### src/rtl/cc_timer_pkg.sv
package cc_timer_pkg;

  localparam int PSC_W = 9;

  // register addresses
  localparam int A_CNT   = 0;
  localparam int A_PSC   = 1;
  localparam int A_CTRL  = 2;
  localparam int A_EDGE  = 3;
  localparam int A_ACT   = 4;
  localparam int A_FLAG  = 5;
  localparam int A_IEN   = 6;
  localparam int A_FORCE = 7;
  localparam int A_CAP0  = 8;

  localparam logic [2:0] PSC_EXT = 3'd7;

  typedef enum logic [1:0] {
    EDGE_OFF  = 2'b00,
    EDGE_RISE = 2'b01,
    EDGE_FALL = 2'b10,
    EDGE_ANY  = 2'b11
  } edge_sel_e;

  typedef enum logic [1:0] {
    ACT_NONE   = 2'b00,
    ACT_TOGGLE = 2'b01,
    ACT_LOW    = 2'b10,
    ACT_HIGH   = 2'b11
  } pin_act_e;

  // tick when the low (sel+2) prescaler bits are all ones
  function automatic logic div_tick(input logic [2:0] sel, input logic [PSC_W-1:0] psc);
    logic t;
    t = 1'b1;
    for (int b = 0; b < PSC_W; b++) begin
      if (b < int'(sel) + 2) t = t & psc[b];
    end
    return t;
  endfunction

  function automatic logic edge_hit(input logic [1:0] sel, input logic rise, input logic fall);
    case (sel)
      EDGE_RISE: return rise;
      EDGE_FALL: return fall;
      EDGE_ANY:  return rise | fall;
      default:   return 1'b0;
    endcase
  endfunction

  function automatic logic pin_after(input logic [1:0] act, input logic cur);
    case (act)
      ACT_TOGGLE: return ~cur;
      ACT_LOW:    return 1'b0;
      ACT_HIGH:   return 1'b1;
      default:    return cur;
    endcase
  endfunction

  // flag/force bit position of compare channel ci (ci == ncmp is the shared one)
  function automatic int cmp_slot(input int ci, input int ncap, input int ncmp);
    return (ci == ncmp) ? ncap : ncap + 1 + ci;
  endfunction

endpackage

### src/rtl/cc_prescaler.sv
module cc_prescaler
  import cc_timer_pkg::*;
(
  input  logic             clk,
  input  logic             rst_n,
  input  logic [2:0]       sel,
  input  logic             ext_clk,
  output logic [PSC_W-1:0] psc_val,
  output logic             tick
);

  logic [PSC_W-1:0] psc_q;
  logic             ext_s1, ext_s2, ext_s3;

  always_ff @(posedge clk or negedge rst_n) begin
    if (!rst_n) begin
      psc_q  <= '0;
      ext_s1 <= 1'b0;
      ext_s2 <= 1'b0;
      ext_s3 <= 1'b0;
    end else begin
      psc_q  <= psc_q + 1'b1;
      ext_s1 <= ext_clk;
      ext_s2 <= ext_s1;
      ext_s3 <= ext_s2;
    end
  end

  assign psc_val = psc_q;
  assign tick    = (sel == PSC_EXT) ? (ext_s2 & ~ext_s3) : div_tick(sel, psc_q);

endmodule

### src/rtl/cc_capture_ch.sv
module cc_capture_ch
  import cc_timer_pkg::*;
#(
  parameter int CNT_W = 16
) (
  input  logic             clk,
  input  logic             rst_n,
  input  logic             en,
  input  logic [1:0]       edge_sel,
  input  logic             pin,
  input  logic [CNT_W-1:0] cnt,
  output logic [CNT_W-1:0] cap_q,
  output logic             evt
);

  logic s1, s2, s_prev;
  logic rise, fall;

  always_ff @(posedge clk or negedge rst_n) begin
    if (!rst_n) begin
      s1     <= 1'b0;
      s2     <= 1'b0;
      s_prev <= 1'b0;
    end else begin
      s1     <= pin;
      s2     <= s1;
      s_prev <= s2;
    end
  end

  assign rise = s2 & ~s_prev;
  assign fall = ~s2 & s_prev;
  assign evt  = en & edge_hit(edge_sel, rise, fall);

  always_ff @(posedge clk or negedge rst_n) begin
    if (!rst_n)   cap_q <= '0;
    else if (evt) cap_q <= cnt;
  end

endmodule

### src/rtl/cc_compare_ch.sv
module cc_compare_ch
  import cc_timer_pkg::*;
#(
  parameter int CNT_W = 16
) (
  input  logic             clk,
  input  logic             rst_n,
  input  logic             en,
  input  logic [1:0]       act,
  input  logic [CNT_W-1:0] ref_val,
  input  logic [CNT_W-1:0] cnt_nxt,
  input  logic             tick,
  input  logic             force_req,
  output logic             pin_q,
  output logic             hit,
  output logic             frc_hit
);

  assign hit     = en & tick & (cnt_nxt == ref_val);
  assign frc_hit = en & force_req;

  always_ff @(posedge clk or negedge rst_n) begin
    if (!rst_n)               pin_q <= 1'b0;
    else if (hit || frc_hit)  pin_q <= pin_after(act, pin_q);
  end

endmodule

### src/rtl/cc_timer.sv
module cc_timer
  import cc_timer_pkg::*;
#(
  parameter int CNT_W  = 16,
  parameter int NCAP   = 3,
  parameter int NCMP   = 4,
  parameter int DATA_W = 16,
  parameter int ADDR_W = 5
) (
  input  logic              clk,
  input  logic              rst_n,
  input  logic              bus_wr,
  input  logic [ADDR_W-1:0] bus_addr,
  input  logic [DATA_W-1:0] bus_wdata,
  output logic [DATA_W-1:0] bus_rdata,
  input  logic              ext_clk,
  input  logic [NCAP:0]     cap_in,
  output logic [NCMP:0]     cmp_out,
  output logic              irq
);

  localparam int NCAPCH   = NCAP + 1;
  localparam int NCMPCH   = NCMP + 1;
  localparam int NFLAG    = NCAP + NCMP + 2;
  localparam int OVF_BIT  = NFLAG - 1;
  localparam int CMP_BASE = A_CAP0 + NCAPCH;

  logic [2:0]          psc_sel_q;
  logic                share_cmp_q;
  logic [2*NCAPCH-1:0] edge_q;
  logic [2*NCMPCH-1:0] act_q;
  logic [NFLAG-1:0]    ien_q;
  logic [NFLAG-1:0]    flags_q;
  logic [CNT_W-1:0]    cnt_q;
  logic [CNT_W-1:0]    cmp_ref [NCMPCH];
  logic [CNT_W-1:0]    cap_arr [NCAPCH];

  // named internal events
  logic [PSC_W-1:0]    psc_val;
  logic                cnt_tick;
  logic [CNT_W-1:0]    cnt_nxt;
  logic                ovf_evt;
  logic [NCAPCH-1:0]   cap_evt;
  logic [NCMPCH-1:0]   cmp_hit;
  logic [NCMPCH-1:0]   frc_pulse;
  logic [NFLAG-1:0]    frc_wr;
  logic [NFLAG-1:0]    flag_set;
  logic [NFLAG-1:0]    flag_clr;

  function automatic logic wr_at(input int a);
    return bus_wr && (bus_addr == ADDR_W'(a));
  endfunction

  cc_prescaler u_psc (
    .clk     (clk),
    .rst_n   (rst_n),
    .sel     (psc_sel_q),
    .ext_clk (ext_clk),
    .psc_val (psc_val),
    .tick    (cnt_tick)
  );

  assign cnt_nxt = cnt_q + 1'b1;
  assign ovf_evt = cnt_tick && (cnt_q == '1);

  always_ff @(posedge clk or negedge rst_n) begin
    if (!rst_n)        cnt_q <= '0;
    else if (cnt_tick) cnt_q <= cnt_nxt;
  end

  // capture channels, the last one shared
  for (genvar k = 0; k < NCAPCH; k++) begin : g_cap
    logic en;
    assign en = (k == NCAP) ? ~share_cmp_q : 1'b1;
    cc_capture_ch #(.CNT_W(CNT_W)) u_ch (
      .clk      (clk),
      .rst_n    (rst_n),
      .en       (en),
      .edge_sel (edge_q[2*k +: 2]),
      .pin      (cap_in[k]),
      .cnt      (cnt_q),
      .cap_q    (cap_arr[k]),
      .evt      (cap_evt[k])
    );
  end

  assign frc_wr = wr_at(A_FORCE) ? bus_wdata[NFLAG-1:0] : '0;

  // compare channels, the last one shared
  for (genvar c = 0; c < NCMPCH; c++) begin : g_cmp
    localparam int SLOT = cmp_slot(c, NCAP, NCMP);
    logic en;
    assign en = (c == NCMP) ? share_cmp_q : 1'b1;
    cc_compare_ch #(.CNT_W(CNT_W)) u_ch (
      .clk       (clk),
      .rst_n     (rst_n),
      .en        (en),
      .act       (act_q[2*c +: 2]),
      .ref_val   (cmp_ref[c]),
      .cnt_nxt   (cnt_nxt),
      .tick      (cnt_tick),
      .force_req (frc_wr[SLOT]),
      .pin_q     (cmp_out[c]),
      .hit       (cmp_hit[c]),
      .frc_hit   (frc_pulse[c])
    );
  end

  always_comb begin
    flag_set = '0;
    for (int k = 0; k < NCAPCH; k++) begin
      if (cap_evt[k]) flag_set[k] = 1'b1;
    end
    for (int c = 0; c < NCMPCH; c++) begin
      if (cmp_hit[c]) flag_set[cmp_slot(c, NCAP, NCMP)] = 1'b1;
    end
    flag_set[OVF_BIT] = ovf_evt;
  end

  assign flag_clr = wr_at(A_FLAG) ? bus_wdata[NFLAG-1:0] : '0;

  always_ff @(posedge clk or negedge rst_n) begin
    if (!rst_n) flags_q <= '0;
    else        flags_q <= (flags_q & ~flag_clr) | flag_set;
  end

  // configuration registers
  always_ff @(posedge clk or negedge rst_n) begin
    if (!rst_n) begin
      psc_sel_q   <= '0;
      share_cmp_q <= 1'b0;
      edge_q      <= '0;
      act_q       <= '0;
      ien_q       <= '0;
      for (int c = 0; c < NCMPCH; c++) cmp_ref[c] <= '0;
    end else begin
      if (wr_at(A_CTRL)) begin
        psc_sel_q   <= bus_wdata[2:0];
        share_cmp_q <= bus_wdata[3];
      end
      if (wr_at(A_EDGE)) edge_q <= bus_wdata[2*NCAPCH-1:0];
      if (wr_at(A_ACT))  act_q  <= bus_wdata[2*NCMPCH-1:0];
      if (wr_at(A_IEN))  ien_q  <= bus_wdata[NFLAG-1:0];
      for (int c = 0; c < NCMPCH; c++) begin
        if (wr_at(CMP_BASE + c)) cmp_ref[c] <= bus_wdata[CNT_W-1:0];
      end
    end
  end

  assign irq = |(flags_q & ien_q);

  // read mux
  always_comb begin
    bus_rdata = '0;
    case (bus_addr)
      ADDR_W'(A_CNT):  bus_rdata = DATA_W'(cnt_q);
      ADDR_W'(A_PSC):  bus_rdata = DATA_W'(psc_val);
      ADDR_W'(A_CTRL): bus_rdata = DATA_W'({share_cmp_q, psc_sel_q});
      ADDR_W'(A_EDGE): bus_rdata = DATA_W'(edge_q);
      ADDR_W'(A_ACT):  bus_rdata = DATA_W'(act_q);
      ADDR_W'(A_FLAG): bus_rdata = DATA_W'(flags_q);
      ADDR_W'(A_IEN):  bus_rdata = DATA_W'(ien_q);
      default: begin
        for (int k = 0; k < NCAPCH; k++) begin
          if (bus_addr == ADDR_W'(A_CAP0 + k)) bus_rdata = DATA_W'(cap_arr[k]);
        end
        for (int c = 0; c < NCMPCH; c++) begin
          if (bus_addr == ADDR_W'(CMP_BASE + c)) bus_rdata = DATA_W'(cmp_ref[c]);
        end
      end
    endcase
  end

endmodule

### config.mk
export PLATFORM = sky130hd
export DESIGN_NAME = cc_timer
export DESIGN_NICKNAME = d
export VERILOG_FILES = /design/src/rtl/cc_timer_pkg.sv /design/src/rtl/cc_prescaler.sv /design/src/rtl/cc_capture_ch.sv /design/src/rtl/cc_compare_ch.sv /design/src/rtl/cc_timer.sv
export SDC_FILE = /design/constraint.sdc
export NUM_CORES = 1
export LEC_CHECK = 0
export ABC_AREA = 1
export BUFFER_PORTS_ARGS = -buffer_cell sky130_fd_sc_hd__clkbuf_2
export CORE_ASPECT_RATIO = 1.75
export CORE_UTILIZATION = 45
export DETAILED_ROUTE_END_ITERATION = 8
export PLACE_DENSITY = 0.68
export REMOVE_ABC_BUFFERS = 1
export SYNTH_ARGS = -nofsm -noshare
export SYNTH_HDL_FRONTEND = slang
export SYNTH_SLANG_ARGS = --single-unit
### constraint.sdc
create_clock -name clk -period 2.3 [get_ports clk]
set_input_delay 0.345 -clock clk [delete_from_list [all_inputs] [get_ports clk]]
set_output_delay 0.345 -clock clk [all_outputs]
set_load 0.02 [all_outputs]
After elaboration in Yosys (flattened, before gate mapping)
Cells that the tools add are included.

Memories kept: 0. Output and inout port bits: 22. Input bits: 29. Logic and storage cells: 216. RAM bits: 0. Register bits: 229. Bits in latches: 0. ROM bits: 0.

Multiply operators: 0. Order comparisons: 9. Bitwise gates (word level): 48. Reductions and logical operators: 29. Multiplexer cells: 40. Equality and inequality tests: 50. Shifts and indexed selects: 0. Add/subtract/negate cells: 3. Divide/modulo/power cells: 0.

Operators by type and width (count): $mux W16 (9); $lt A4 B32 Y1 const A (4); $pmux W16 S7 (1); $eq A16 B16 Y1 (5); $lt A3 B32 Y1 const A (2); $eq A5 B4 Y1 const B (8); $eq A2 B2 Y1 const B (18); $lt A1 B32 Y1 const A (1); $lt A2 B32 Y1 const A (1); $lt A5 B32 Y1 const A (1); $pmux W1 S3 (9); $and A1 B1 Y1 (25); $eq A5 B3 Y1 const B (4); $mux W1 (19); $and A9 B9 Y9 (2); $eq A2 B1 Y1 const B (9); $add A16 B1 Y16 const B (1); $eq A16 B16 Y1 const B (1); $not A1 Y1 (15); $reduce_bool A3 Y1 (5); $logic_and A1 B1 Y1 (12); $eq A5 B2 Y1 const B (2); $reduce_and A2 Y1 (5); $add A9 B1 Y9 const B (1); other kinds (12) (19).

Depth between registers and ports, before layout
Depth in word-level cells: 24. Gate-level depth with buffers: 17.

By module
Synthesis repeated with hierarchy kept, for this count alone.

Cells, all modules: 1866. Area total of the unflattened synthesis: 13275.2 um^2.

Modules (own cells, without submodules): cc_timer (area each 7021.7 um^2, cells each 931, times used 1); cc_capture_ch (area each 800.8 um^2, cells each 84, times used 4); cc_compare_ch (area each 488.0 um^2, cells each 106, times used 5); cc_prescaler (area each 610.6 um^2, cells each 69, times used 1).

Worst setup path before layout
No wires, ideal clock.

Path kind: input to output. Start point: input bus_addr[0]. End point: output bus_rdata[15]. Data required time: 1.955 ns. Stages on the path: 8. Path slack: 0.266 ns. Arrival time: 1.689 ns. Path buffers: 1. Cells stage by stage: nor3_4 > inv_2 > nor2_2 > inv_2 > clkbuf_1 > o211ai_1 > a21oi_1 > o211ai_1.

Longest elaborated chain between the ends: 11. Elaborated cells on any way between the ends: 26.

RTL lines: from (decl) (line cc_timer.sv:13) `input logic [ADDR_W-1:0] bus_addr,`; $eq A5 B4 Y1 (line cc_timer.sv:165) `if (bus_addr == ADDR_W'(A_CAP0 + k)) bus_rdata = DATA_W'(cap_arr[k]);`; $mux W16 (4 in series) (line cc_timer.sv:165); $mux W16 (5 in series) (line cc_timer.sv:168) `if (bus_addr == ADDR_W'(CMP_BASE + c)) bus_rdata = DATA_W'(cmp_ref[c]);`; $pmux W16 S7 (*) (line cc_timer.sv:155) `case (bus_addr)`; to (decl) (line cc_timer.sv:15) `output logic [DATA_W-1:0] bus_rdata,`.

Every way passes the cells marked *; elsewhere a longest branch is shown, timed or not.

Worst setup path after layout
Start point: register cnt_q[7]. End point: output bus_rdata[7].

Longest elaborated chain between the ends: 1.

RTL lines: from (decl) (line cc_timer.sv:34) `logic [CNT_W-1:0] cnt_q;`; from (signal assigned) (line cc_timer.sv:68) `else if (cnt_tick) cnt_q <= cnt_nxt;`; $pmux W16 S7 (line cc_timer.sv:155).

No other way between the ends.

==> results_dict.tcl <==
set metrics [dict create \
    status "finished with violations" \
    violations "negative setup slack" \
    ant_nets 0 \
    worst_r2r_path_depth 16 \
    worstPathArrival_ns 2.05 \
    synth_seq_area_share_pct 48.0 \
    grt_pass1_wl_um 66300 \
    crit_buf_inv 3 \
    synth-edff-count 0 \
    die_x_um 125 \
    hold_violations 0 \
    gp_congestion 0.962 \
    worstPathRequired_ns 1.96 \
    wl_um 44100 \
    grtUsageTotal_pct 32.2 \
    maxSlewViolCount 0 \
    routedWlPerCell_um 20.8 \
    worstHoldStart "bus_wdata[12]" \
    clock_skew_ns 0.0377 \
    fin_cells 2117 \
    antennaDiodeCount 0 \
    post-place-cells 2012 \
    peakVddDrop_mv 0.698 \
    maxCapViolations 0 \
    r2r_setup_slack_ns -0.08 \
    crit_chain "buf_6, clkinvlp_4, o22ai_4, a211o_1, a21oi_2, o2111ai_2, clkbuf_8" \
    ys_seq_elements 229 \
    rsz0062_at_grt "true" \
    dp_hpwl_um 30800 \
    drc_errors 0 \
    die_y_um 217 \
    setup_viol 11 \
    grt_remaining_overflow 0 \
    antenna_found_initial 0 \
    slowest_stage "dfrtp_1" \
    vias_per_cell 5.69 \
    slew_headroom_pct 59.2 \
    postLayoutCellArea_um2 16300 \
    worst_slack_ns -0.0943 \
    avgSynthCellArea_um2 7.77 \
    multi_input_area_um2 6430 \
    critPathMaxFanout 2 \
    holdWs_ns 0.121 \
    numClockSinks 229 \
    cts_buffer_depth 3 \
    crit_type "flip-flop to output pin" \
    firstDrtPassIters 8 \
    start_util_pct 45.9 \
    r2r-end "g_cmp[3].u_ch.pin_q$_DFFE_PN0P_" \
    tightest_slew_ns 0.612 \
    io_pins 51 \
    holdPathStages 3 \
    nets 1824 \
    vias 12051 \
    path_clk_slew_ns 0.07 \
    ys_dominant_reg_cell "dfrtp_1" \
    dp_slack_ns -0.504 \
    async_flop_share_pct 100 \
    place_area_um2 13700 \
    crit_family "compound AO/OA/AOI/OAI gates" \
    synth.distinct_cells 43 \
    ys_warn_count 0 \
    syn_to_final_growth_pct 36.5 \
    regArea_um2 5730 \
    synthCells 1535 \
    powerDensity_nw_per_um2 837 \
    grt_max_degree 73 \
    drt_iter0_drc 1070 \
    cts_buffers 24 \
    start_kind "flip-flop" \
    fp-row-count 78 \
    worstSkewPairLatency_ns 0.56 \
    post-route-min-period_ns 2.39 \
    slowest_delay_ns 0.39 \
    fill_cells 2195 \
    port_buffers 50 \
    power_leakage_nw 7.71 \
    cts_htree_levels 1 \
    drive_gt1_share_pct 30.1 \
    min_path_type "primary input to flip-flop" \
    fmax_mhz 418 \
    fin_crit_sh_pct 104 \
    die-area_um2 27200 \
    core_um2 26000 \
    r2r-start "cnt_q[1]$_DFFE_PN0N_" \
    p_total_mw 13.6 \
    grt_pass1_vias 12222 \
    cts_tree "done" \
    cts_root_buffer "clkbuf_16" \
    crit_path_end_kind "output pin" \
    min_to "cmp_ref[60]$_DFFE_PN0P_" \
    synth_area_um2 11900 \
]
-- layout make-up --
cell class	count	share of cell area, %
clock buffers	28	3.96
clock inverters	15	1.39
inverters	135	3.37
multi-input cells	1118	39.5
flip-flops and latches	229	35.2
well taps	320	2.46
repair buffers	272	14.1
-- flip-flops by register name, summed over array words and instances, names as in the netlist, 5 cells and up --
name and cells:
act_q 10, cmp_ref 80, cnt_q 16, edge_q 8
flags_q 9, g_cap.u_ch.cap_q 64, g_cmp.u_ch.pin_q 5, ien_q 9
u_psc.psc_val 9
-- report_power, final --
| part | switching (mW) | leakage [nW] | internal [mW] |
|---|---|---|---|
| logic | 2.35 | 4.32 | 1.62 |
| registers | 0.652 | 2.97 | 4.66 |
| clock network | 1.76 | 0.421 | 2.58 |
| total | 4.76 | 7.71 | 8.86 |
-- synthesized netlist by cell type, types with 9 or more instances --
master,number,area (um^2)
a21oi_1,22,110
o21ai_0,232,1160
ha_1,15,188
o22ai_1,17,106
xor2_1,23,201
nand2_2,16,100
xnor2_1,9,78.8
nor2_2,9,56.3
dfrtp_1,229,5730
nor2_1,75,282
nand2_1,485,1820
clkbuf_1,43,161
nand4_1,16,100
o2111ai_1,9,78.8
a211oi_1,11,82.6
nand3_1,129,646
inv_1,128,480
nand3b_1,11,82.6
-- through the flow --
step                      util (%)  setup TNS (ns)
final                         62.7          -0.566
after global routing          62.7           -1.70
after CTS                     59.2          -0.540
after detailed placement      52.6           -2.98
after global placement        52.6           -2.75
after floorplan                  -           -3.40
-- worst max-delay path by stage --
stage	cells after the start	startpoint	slack, ns	endpoint
3_3_place_gp	9	bus_addr[3]	-0.53	bus_rdata[11]
6_report	7	cnt_q[7]$_DFFE_PN0N_	-0.09	bus_rdata[7]
2_1_floorplan	12	bus_addr[3]	-0.32	bus_rdata[5]
5_1_grt	17	cnt_q[1]$_DFFE_PN0N_	-0.21	g_cmp[1].u_ch.pin_q$_DFFE_PN0P_
3_5_place_dp	9	bus_addr[0]	-0.50	bus_rdata[11]
4_1_cts	7	cnt_q[7]$_DFFE_PN0N_	-0.08	bus_rdata[7]
-- repair_timing --
item	4_1_cts	5_1_grt
pin swaps	54	104
hold endpoints to repair	63	0
gates cloned	1	0
hold buffers	6	0
setup buffers	29	31
endpoints found under the setup margin	24	30
gates resized for setup	144	199
-- worst register-to-register path, cell delays in order (launching register included) --
cell and delay [ns]:
dfrtp_1 0.38, buf_6 0.12, ha_4 0.15, buf_6 0.16
inv_4 0.05, nand2_4 0.07, nand2_4 0.07, buf_4 0.15
xor2_1 0.14, nor3_2 0.17, nand2_1 0.15, nor2_1 0.14
nand4_1 0.20, nand2_1 0.14, nand2_1 0.06, nand2_1 0.05
nand2_1 0.04
-- placed cells by master (no fill, tap or decap), types with 13 or more instances in the layout --
master,n
nor2_2,23
nor2_1,47
nand4_1,16
nand3_1,90
clkbuf_2,31
inv_1,102
xor2_1,22
buf_6,38
dfrtp_1,227
nand2_4,14
a21oi_1,13
clkbuf_16,24
nand2_2,39
nor2_4,16
inv_2,22
buf_4,177
nand3_2,36
o21ai_0,215
nand2_1,448
ha_1,13
-- cell families (layout without fill, tap and decap cells) --
| family | count (synthesis) | in the layout | synth area share [%] |
|---|---|---|---|
| adders and majority gates | 15 | 15 | 1.57 |
| and+or+nand+nor | 757 | 757 | 27.0 |
| AOI/OAI and AO/OA | 310 | 310 | 14.2 |
| xor gates and xnor gates | 36 | 36 | 3.11 |
| DFF | 229 | 229 | 48.0 |
| buffers and inverters | 188 | 450 | 6.14 |
-- per-layer routing --
metal / part of all wire (%) / wire (um) / vias to the layer above / GRT usage, %
li1: - / - / 5529 / -
met1: 34 / 15100 / 5753 / 33.0
met2: 50 / 22100 / 556 / 57.2
met3: 6.4 / 2800 / 213 / 5.41
met4: 9.2 / 4070 / 0 / 27.1
met5: 0 / 0 / - / 0
Note: power is estimated with default switching activity, not from simulation.
